[config.mk]
export PLATFORM = sky130hd
export DESIGN_NAME = soft_tlb
export DESIGN_NICKNAME = d
export VERILOG_FILES = /design/src/rtl/soft_tlb_pkg.sv /design/src/rtl/tlb_random.sv /design/src/rtl/tlb_store.sv /design/src/rtl/tlb_probe.sv /design/src/rtl/soft_tlb.sv
export SDC_FILE = /design/constraint.sdc
export NUM_CORES = 2
export LEC_CHECK = 0
export BUFFER_PORTS_ARGS = -buffer_cell sky130_fd_sc_hd__buf_2
export CORE_MARGIN = 2
export CORE_UTILIZATION = 40
export DETAILED_ROUTE_END_ITERATION = 16
export SLEW_MARGIN = 20
export SYNTH_ARGS = -nofsm -noshare
export SYNTH_HDL_FRONTEND = slang
export SYNTH_SLANG_ARGS = --single-unit
[constraint.sdc]
create_clock -name clk_i -period 2.79 [get_ports clk_i]
set_clock_uncertainty 0.2 [all_clocks]
set_input_delay 0.1395 -clock clk_i [delete_from_list [all_inputs] [get_ports clk_i]]
set_output_delay 0.1395 -clock clk_i [all_outputs]
set_load 0.02 [all_outputs]
[src/rtl/soft_tlb_pkg.sv]
package soft_tlb_pkg;
  localparam int REG_W     = 32;
  localparam int PAGE_LSB  = 13;
  localparam int ASID_W    = 8;
  localparam int CATTR_W   = 3;
  localparam int FRAME_LSB = 6;
  localparam int FRAME_W   = REG_W - FRAME_LSB;
  localparam int VPN_W     = REG_W - PAGE_LSB;
  localparam int GAP_W     = PAGE_LSB - ASID_W;

  typedef enum logic [1:0] {
    OP_WR_IDX = 2'd0,
    OP_WR_RND = 2'd1,
    OP_PROBE  = 2'd2,
    OP_READ   = 2'd3
  } tlb_op_e;

  typedef struct packed {
    logic [FRAME_W-1:0] frame;
    logic [CATTR_W-1:0] cattr;
    logic               dirty;
    logic               valid;
  } frame_desc_t;

  typedef struct packed {
    logic [VPN_W-1:0]  vpn;
    logic [ASID_W-1:0] asid;
    logic [REG_W-1:0]  mask;
    logic              glob;
    frame_desc_t       even;
    frame_desc_t       odd;
  } tlb_entry_t;

  function automatic frame_desc_t unpack_lo(input logic [REG_W-1:0] lo);
    frame_desc_t d;
    d.valid = lo[1];
    d.dirty = lo[2];
    d.cattr = lo[3 +: CATTR_W];
    d.frame = lo[FRAME_LSB +: FRAME_W];
    return d;
  endfunction

  function automatic logic [REG_W-1:0] pack_lo(input frame_desc_t d, input logic g);
    return {d.frame, d.cattr, d.dirty, d.valid, g};
  endfunction
endpackage

[src/rtl/tlb_random.sv]
module tlb_random #(
  parameter int N_ENTRIES = 16,
  parameter int IDX_W     = $clog2(N_ENTRIES)
) (
  input  logic             clk_i,
  input  logic             rst_ni,
  input  logic [IDX_W-1:0] wired_i,
  output logic [IDX_W-1:0] rnd_o
);
  localparam logic [IDX_W-1:0] TOP = IDX_W'(N_ENTRIES - 1);

  logic [IDX_W-1:0] rnd_q;

  always_ff @(posedge clk_i or negedge rst_ni) begin
    if (!rst_ni)              rnd_q <= TOP;
    else if (rnd_q <= wired_i) rnd_q <= TOP;
    else                      rnd_q <= rnd_q - 1'b1;
  end

  assign rnd_o = rnd_q;
endmodule

[src/rtl/tlb_store.sv]
module tlb_store
  import soft_tlb_pkg::*;
#(
  parameter int N_ENTRIES = 16,
  parameter int IDX_W     = $clog2(N_ENTRIES)
) (
  input  logic             clk_i,
  input  logic             rst_ni,
  input  logic             we_i,
  input  logic [IDX_W-1:0] wr_idx_i,
  input  tlb_entry_t       wr_entry_i,
  input  logic [IDX_W-1:0] rd_idx_i,
  output tlb_entry_t       rd_entry_o,
  output tlb_entry_t       ent_o [N_ENTRIES]
);
  tlb_entry_t ent_q [N_ENTRIES];

  always_ff @(posedge clk_i or negedge rst_ni) begin
    if (!rst_ni) begin
      for (int i = 0; i < N_ENTRIES; i++) ent_q[i] <= '0;
    end else if (we_i) begin
      for (int i = 0; i < N_ENTRIES; i++)
        if (wr_idx_i == IDX_W'(i)) ent_q[i] <= wr_entry_i;
    end
  end

  assign rd_entry_o = ent_q[rd_idx_i];

  for (genvar g = 0; g < N_ENTRIES; g++) begin : g_out
    assign ent_o[g] = ent_q[g];
  end
endmodule

[src/rtl/tlb_probe.sv]
module tlb_probe
  import soft_tlb_pkg::*;
#(
  parameter int N_ENTRIES = 16,
  parameter int IDX_W     = $clog2(N_ENTRIES)
) (
  input  tlb_entry_t        ent_i [N_ENTRIES],
  input  logic [VPN_W-1:0]  vpn_i,
  input  logic [ASID_W-1:0] asid_i,
  output logic              hit_o,
  output logic [IDX_W-1:0]  hit_idx_o
);
  logic [N_ENTRIES-1:0] match;

  for (genvar g = 0; g < N_ENTRIES; g++) begin : g_cmp
    assign match[g] = (ent_i[g].vpn == vpn_i) &&
                      (ent_i[g].glob || (ent_i[g].asid == asid_i));
  end

  // descending scan so the lowest matching slot is left standing
  always_comb begin
    hit_o     = 1'b0;
    hit_idx_o = '0;
    for (int i = N_ENTRIES - 1; i >= 0; i--) begin
      if (match[i]) begin
        hit_o     = 1'b1;
        hit_idx_o = IDX_W'(i);
      end
    end
  end
endmodule

[src/rtl/soft_tlb.sv]
module soft_tlb
  import soft_tlb_pkg::*;
#(
  parameter int N_ENTRIES = 16,
  parameter int IDX_W     = $clog2(N_ENTRIES)
) (
  input  logic             clk_i,
  input  logic             rst_ni,
  input  logic             cmd_valid_i,
  input  logic [1:0]       cmd_op_i,
  input  logic [31:0]      entry_hi_i,
  input  logic [31:0]      entry_lo0_i,
  input  logic [31:0]      entry_lo1_i,
  input  logic [31:0]      page_mask_i,
  input  logic [31:0]      index_i,
  input  logic [IDX_W-1:0] wired_i,
  output logic             done_o,
  output logic [1:0]       done_op_o,
  output logic [31:0]      index_o,
  output logic [31:0]      entry_hi_o,
  output logic [31:0]      entry_lo0_o,
  output logic [31:0]      entry_lo1_o,
  output logic [31:0]      page_mask_o,
  output logic [IDX_W-1:0] random_o
);
  tlb_op_e          op;
  logic [IDX_W-1:0] rnd;
  logic [IDX_W-1:0] sel_idx;
  logic [IDX_W-1:0] wr_idx;
  logic             we;
  tlb_entry_t       wr_entry;
  tlb_entry_t       rd_entry;
  tlb_entry_t       ents [N_ENTRIES];
  logic             hit;
  logic [IDX_W-1:0] hit_idx;

  assign op      = tlb_op_e'(cmd_op_i);
  assign sel_idx = index_i[IDX_W-1:0];  // modulo for power-of-two size
  assign we      = cmd_valid_i && (op == OP_WR_IDX || op == OP_WR_RND);
  assign wr_idx  = (op == OP_WR_RND) ? rnd : sel_idx;

  always_comb begin
    wr_entry      = '0;
    wr_entry.vpn  = entry_hi_i[REG_W-1:PAGE_LSB];
    wr_entry.asid = entry_hi_i[ASID_W-1:0];
    wr_entry.mask = page_mask_i;
    wr_entry.glob = entry_lo0_i[0] & entry_lo1_i[0];
    wr_entry.even = unpack_lo(entry_lo0_i);
    wr_entry.odd  = unpack_lo(entry_lo1_i);
  end

  tlb_random #(.N_ENTRIES(N_ENTRIES), .IDX_W(IDX_W)) u_rnd (
    .clk_i  (clk_i),
    .rst_ni (rst_ni),
    .wired_i(wired_i),
    .rnd_o  (rnd)
  );

  tlb_store #(.N_ENTRIES(N_ENTRIES), .IDX_W(IDX_W)) u_store (
    .clk_i     (clk_i),
    .rst_ni    (rst_ni),
    .we_i      (we),
    .wr_idx_i  (wr_idx),
    .wr_entry_i(wr_entry),
    .rd_idx_i  (sel_idx),
    .rd_entry_o(rd_entry),
    .ent_o     (ents)
  );

  tlb_probe #(.N_ENTRIES(N_ENTRIES), .IDX_W(IDX_W)) u_probe (
    .ent_i    (ents),
    .vpn_i    (entry_hi_i[REG_W-1:PAGE_LSB]),
    .asid_i   (entry_hi_i[ASID_W-1:0]),
    .hit_o    (hit),
    .hit_idx_o(hit_idx)
  );

  always_ff @(posedge clk_i or negedge rst_ni) begin
    if (!rst_ni) begin
      done_o      <= 1'b0;
      done_op_o   <= '0;
      index_o     <= '0;
      entry_hi_o  <= '0;
      entry_lo0_o <= '0;
      entry_lo1_o <= '0;
      page_mask_o <= '0;
    end else begin
      done_o <= cmd_valid_i;
      if (cmd_valid_i) begin
        done_op_o <= cmd_op_i;
        case (op)
          OP_PROBE: index_o <= hit ? 32'(hit_idx) : (index_i | 32'h8000_0000);
          OP_READ: begin
            entry_hi_o  <= {rd_entry.vpn, {GAP_W{1'b0}}, rd_entry.asid};
            entry_lo0_o <= pack_lo(rd_entry.even, rd_entry.glob);
            entry_lo1_o <= pack_lo(rd_entry.odd, rd_entry.glob);
            page_mask_o <= rd_entry.mask;
          end
          default: ;
        endcase
      end
    end
  end

  assign random_o = rnd;
endmodule

### After elaboration in Yosys (flattened, before gate mapping)

Index checks and enable logic that the tools add are counted.

| word-level totals | value |
|---|---|
| output and inout bits | 167 |
| register bits | 2114 |
| word-level logic and storage cells | 347 |

| operators by class | value |
|---|---|
| reduce and logical (&&, ||, !) cells | 54 |
| add/sub/neg operators | 1 |
| multiplexer cells | 38 |
| bitwise operators | 2 |
| equality and inequality tests | 50 |
| $lt $le $gt $ge | 2 |

Operators with widths:

| cell | count |
|---|---|
| $bmux W122 S4 | 1 |
| $eq A19 B19 Y1 | 16 |
| $mux W122 | 2 |
| $eq A8 B8 Y1 | 16 |
| $mux W4 | 18 |
| $reduce_and A2 Y1 | 18 |
| $eq A4 B4 Y1 const B | 8 |
| $mux W32 | 1 |
| $logic_and A1 B1 Y1 | 17 |
| $logic_or A1 B1 Y1 | 17 |
| $eq A4 B3 Y1 const B | 4 |
| $mux W1 | 16 |
| $eq A4 B2 Y1 const B | 2 |
| $ge A5 B5 Y1 const B | 1 |
| $not A4 Y5 | 1 |
| $eq A2 B2 Y1 const B | 2 |
| $eq A4 B1 Y1 const B | 1 |
| $le A4 B4 Y1 | 1 |
| $logic_not A4 Y1 | 1 |
| $sub A4 B1 Y4 const B | 1 |
| $eq A2 B1 Y1 const B | 1 |
| $logic_not A2 Y1 | 1 |
| $and A1 B1 Y1 | 1 |

### Longest topological paths before layout

| logic depth | value |
|---|---|
| depth in word-level cells | 20 |
| mapped depth | 12 |
| gate-level depth less buffers | 8 |

### Modules after synthesis

A second synthesis with hierarchy kept.

| unflattened totals | value |
|---|---|
| cells, all modules | 6370 |
| area, all modules | 98248.0 um^2 |

By module, submodules not included:

| module | sequential area each (um^2) | area an instance (um^2) | cells each | times used |
|---|---|---|---|---|
| tlb_store | 48846.8 | 86472.9 | 5285 | 1 |
| soft_tlb | 3928.8 | 6197.2 | 381 | 1 |
| tlb_probe | 0.0 | 5300.1 | 678 | 1 |
| tlb_random | 105.1 | 277.8 | 26 | 1 |

### Least setup slack after synthesis

Ideal clock, no wire load.

| path | value |
|---|---|
| path type | input-to-reg |
| start point | input port index_i[0] |
| end point | register entry_hi_o[26] |
| setup time | 125 ps |
| setup slack | 132 ps |
| required time | 2465 ps |
| stages | 6 |
| arrival | 2333 ps |
| cell sequence | clkbuf_1 > clkbuf_1 > buf_1 > mux4_2 > mux4_2 > mux2_2 |

| between the ends | value |
|---|---|
| longest elaborated chain between the ends | 4 |

Ends and longest elaborated chain:

| what | RTL line | text |
|---|---|---|
| start: declaration | soft_tlb.sv:15 | `input logic [31:0] index_i,` |
| $not A4 Y5 (implied by the code) | tlb_store.sv:27 | `assign rd_entry_o = ent_q[rd_idx_i];` |
| $bmux W122 S4 | tlb_store.sv:27 |  |
| $mux W122 (implied by the code) (2 in a row) | tlb_store.sv:27 |  |
| end signal: assignment | soft_tlb.sv:94 | `entry_hi_o <= {rd_entry.vpn, {GAP_W{1'b0}}, rd_entry.asid};` |
| end: declaration | soft_tlb.sv:20 | `output logic [31:0] entry_hi_o,` |

No other way between the ends. The select of a mux whose other input is x is not followed.
A chain may end at the register's enable or synchronous reset.

### Final worst setup path

| path | value |
|---|---|
| start point | register u_store.ent_q (netlist bit u_store.ent_o[1571]) |
| end point | register index_o[0] |

| between the ends | value |
|---|---|
| longest elaborated chain between the ends | 7 |

Ends and longest elaborated chain:

| what | RTL line | text |
|---|---|---|
| start: declaration | tlb_store.sv:16 | `tlb_entry_t ent_q [N_ENTRIES];` |
| start signal: indexed assignment | tlb_store.sv:23 | `if (wr_idx_i == IDX_W'(i)) ent_q[i] <= wr_entry_i;` |
| $eq A19 B19 Y1 (*) | tlb_probe.sv:16 | `assign match[g] = (ent_i[g].vpn == vpn_i) &&` |
| $logic_and A1 B1 Y1 (*) | tlb_probe.sv:16 |  |
| $mux W4 or $mux W1 (tied branches) (4 in a row) | tlb_probe.sv:25 | `if (match[i]) begin` |
| $mux W32 (*) | soft_tlb.sv:92 | `OP_PROBE: index_o <= hit ? 32'(hit_idx) : (index_i \| 32'h8000_0000);` |
| end signal: assignment | soft_tlb.sv:92 |  |
| end: declaration | soft_tlb.sv:19 | `output logic [31:0] index_o,` |

Every way passes the cells marked *; elsewhere a longest branch is shown, timed or not.

==> results.md <==
* Primary flip-flop cell chosen by synthesis mapping: sky130_fd_sc_hd__dfrtp_1
* Kind of capture point of the worst setup path: register
* Normalized max-slew margin at 0.462
* Combinational Power Share at 0.265
* Top cell types by occurrence after synthesis: sky130_fd_sc_hd__dfrtp_1, sky130_fd_sc_hd__mux2_2, sky130_fd_sc_hd__mux4_2
* Unrepaired setup endpoints after global routing: yes
* Clock-pin slew on the worst setup and hold paths at 0.06 ns
* Power density over the cells at 917 nW/um2
* Final worst-path cycle share at 1.04
* Status: complete, but fails checks
* Number of max-slew violations in the final report at 0
* IO buf count at 324
* Number of distinct library cells after synthesis at 57
* Per-cell via count in the routed design at 5.57
* Proportion of layout cells with a drive suffix above 1 at 0.572
* Worst R2R Setup Slack at -0.10 ns
* Violation count after the first detailed-routing iteration at 3,525
* Yosys top cell by area: sky130_fd_sc_hd__dfrtp_1
* Die Outline Area at 250,000 um2
* Capturing point of the worst reg2reg path: index_o[0]
* Overall die width at 500 um
* Gp weighted congestion at 0.899
* TritonCTS sink count at 2,113
* Pre-CTS WS at -0.519 ns
* Yosys reg bits at 2,113
* Total wire length after detailed routing at 277,000 um
* Endpoint of the worst hold path: u_store.ent_o[969]
* Remaining DRCs at 0
* WL per Instance at 26.8 um
* First-pass iteration count of the detailed router at 5
* Insertion delay of the later-clocked pin in the worst-skew pair at 0.90 ns
* Maximum frequency from static timing analysis at 0.346 GHz
* Boundary pin count at 336
* CP max FO at 4
* Number of enable flip-flop cells after synthesis at 0
* HP Start: entry_hi_i[25]
* Clock buffers created by TritonCTS at 229
* Required time reported for the critical path endpoint at 3.35 ns
* Sequential power share at 0.450
* Path depth of the worst reg2reg path at 10
* Post-placement cell area at 109,000 um2
* Cell area after synthesis at 98,500 um2
* Effective utilization at floorplan at 0.401
* Hold path cells at 3
* Overflow after GRT at 0
* Warnings from Yosys at 0
* Clock tree from TritonCTS: yes
* Fraction of synthesis flops using an asynchronous set or reset pin at 1.00
* Final period demand of the worst path at 2.89 ns
* Net count reported at finish at 7,102
* Layout fillers at 20,700
* Number of H-tree levels at 4
* Failing checks: negative setup slack
* Critical Path AT at 3.46 ns
* Y dimension of the die at 500 um
* Net switching power at 31.5 mW
* Final ANT Viol Nets at 0
* Number of buffers on the longest clock path at 3
* Final standard cell area without fillers at 120,000 um2
* Clock share of power at 0.285
* Most common cell in the synthesized netlist: sky130_fd_sc_hd__dfrtp_1
* Max Cap Viol at 0
* Clock tree root buffer cell: sky130_fd_sc_hd__clkbuf_16
* First-pass GRT wire length at 420,000 um
* Final hold violation count at 0
* Final count of negative-setup-slack endpoints at 16
* Launching element type of the critical path: register
* Top area cells in the synthesized netlist: sky130_fd_sc_hd__dfrtp_1, sky130_fd_sc_hd__mux2_2, sky130_fd_sc_hd__mux4_2
* Launching point of the worst reg2reg path: u_store.ent_o[1571]
* Max VDD drop at 602 uV
* Portion of the post-synthesis area used by sequential elements at 0.537
* Leakage power total at 53.8 nW
* Switching share of power at 0.288
* Crit Path Class: register to register
* Power Internal at 78.2 mW
* Site row count at 182
* Number of antenna violations at the first check in global routing at 34
* Gate count of the mapped netlist at 6,126
* Final instance count without filler cells at 10,300
* Hold WC Path Type: input port to register
* Instance count after placement with tap cells included at 9,680
* Worst Tran Pin Value at 0.807 ns
* Number of global-route vias before repair at 61,800
* Pin count of the biggest net entering global routing at 100
* Placeable Area at 245,000 um2
* Area share of the leading cell type in the synthesized netlist at 0.536
* Dpl hpwl at 182,000 um
* Layout overhead on the synthesized area at 21.4%
* Mean Syn Cell Area at 16.1 um2
* Final setup margin at -0.101 ns
* Via total after detailed routing at 57,600
* Overall fraction of global-route tracks in use at 0.223
==> cell usage in the layout (no fill, tap or decap), types with 50 or more instances in the layout <==
master	synthesis	final
sky130_fd_sc_hd__buf_4	19	364
sky130_fd_sc_hd__xnor2_1	92	87
sky130_fd_sc_hd__clkbuf_16	0	231
sky130_fd_sc_hd__buf_12	1	238
sky130_fd_sc_hd__mux2_2	2060	2060
sky130_fd_sc_hd__xor2_1	341	330
sky130_fd_sc_hd__mux4_2	610	610
sky130_fd_sc_hd__clkbuf_8	0	52
sky130_fd_sc_hd__buf_2	245	320
sky130_fd_sc_hd__dfrtp_1	2109	2108
sky130_fd_sc_hd__nor4_1	86	58
sky130_fd_sc_hd__dlygate4sd3_1	0	220
sky130_fd_sc_hd__clkbuf_1	260	50
==> per-stage QoR <==
step / hold WS, ns / total power, mW / utilization / TNS, ns
after floorplan: -0.356 / 68.0 / - / 0
after global placement: -0.0419 / 77.2 / 0.444 / -253.32
after detailed placement: -0.0469 / 78.5 / 0.444 / -189.08
after CTS: 0.00122 / 111 / 0.486 / -0.607
after global routing: 0.0458 / 115 / 0.487 / -0.821
final: 0.0573 / 110 / 0.487 / -0.639
==> how the worst max path moves through the flow <==
stage	start	end	depth (start not counted)
after floorplan	index_i[0]	entry_hi_o[26]	6
after global placement	entry_hi_i[4]	index_o[2]	13
after detailed placement	entry_hi_i[4]	index_o[1]	12
after CTS	u_store.ent_o[463]	index_o[13]	10
after global routing	u_store.ent_o[715]	index_o[0]	11
final	u_store.ent_o[1571]	index_o[0]	10
==> area by class of cell <==
| class | count | area [um2] | area share |
|---|---|---|---|
| Inverter | 11 | 48.8 | 0.000408 |
| Clock inverter | 82 | 1130 | 0.00947 |
| Clock buffer | 332 | 6660 | 0.0557 |
| Sequential cell | 2113 | 52900 | 0.442 |
| Tap cell | 3220 | 4030 | 0.0337 |
| Multi-Input combinational cell | 3423 | 43300 | 0.362 |
| Timing Repair Buffer | 1150 | 11500 | 0.0959 |
| Antenna cell | 12 | 30.0 | 0.000251 |
==> flip-flops by register name, indices dropped and copies added (netlist names) <==
name / cells
entry_lo0_o: 32
index_o: 32
u_store.ent_o: 1952
entry_lo1_o: 31
page_mask_o: 32
u_rnd.rnd_o: 4
entry_hi_o: 27
done_o: 1
done_op_o: 2
==> cell families (layout without fill, tap and decap cells) <==
| group | count (synthesis) | after routing | synth area share |
|---|---|---|---|
| multiplexers | 2671 | 2671 | 0.375 |
| flip-flops | 2113 | 2113 | 0.537 |
| buffers and inverters | 594 | 1575 | 0.0293 |
| XOR/XNOR | 434 | 434 | 0.0387 |
| AND/OR/NAND/NOR | 214 | 214 | 0.0129 |
| AO/OA/AOI/OAI | 94 | 94 | 0.00654 |
| adder cells (fa/ha/maj) | 5 | 5 | 0.000635 |
| other | 1 | 17 | 0.0000381 |
==> routing by layer <==
| metal | track usage | vias up | part of all wire |
|---|---|---|---|
| li1 | - | 24400 | - |
| met1 | 0.309 | 31600 | 0.44 |
| met2 | 0.368 | 1221 | 0.49 |
| met3 | 0.0302 | 433 | 0.040 |
| met4 | 0.0595 | 24 | 0.026 |
| met5 | 0 | - | 0.00054 |
==> what timing repair did <==
item	in CTS	in global routing
setup endpoints to repair	1163	155
hold buffers	221	0
pin swaps	14	38
setup buffers	7	9
gates resized for setup	53	27
endpoints found under the hold margin	4134	0
gates cloned	2	1
==> critical path, stage by stage (launching register included) <==
cell                       delay [ns]
sky130_fd_sc_hd__dfrtp_2         0.45
sky130_fd_sc_hd__xor2_4          0.20
sky130_fd_sc_hd__nor4_4          0.30
sky130_fd_sc_hd__nand4_1         0.28
sky130_fd_sc_hd__or3_4           0.41
sky130_fd_sc_hd__and4_4          0.19
sky130_fd_sc_hd__nor4b_4         0.13
sky130_fd_sc_hd__buf_12          0.16
sky130_fd_sc_hd__buf_4           0.14
sky130_fd_sc_hd__a222oi_1        0.20
sky130_fd_sc_hd__o21ai_1         0.12
==> power groups by stage <==
stage                     Clock (mW)  Sequential [mW]  Combinational [mW]
after floorplan                    0             48.6                19.4
after global placement             0             49.2                28.0
after detailed placement           0             49.9                28.6
after CTS                       31.9             49.4                29.3
after global routing            33.3             50.9                31.1
final                           31.2             49.4                29.1
Note: power is estimated with default switching activity, not from simulation.
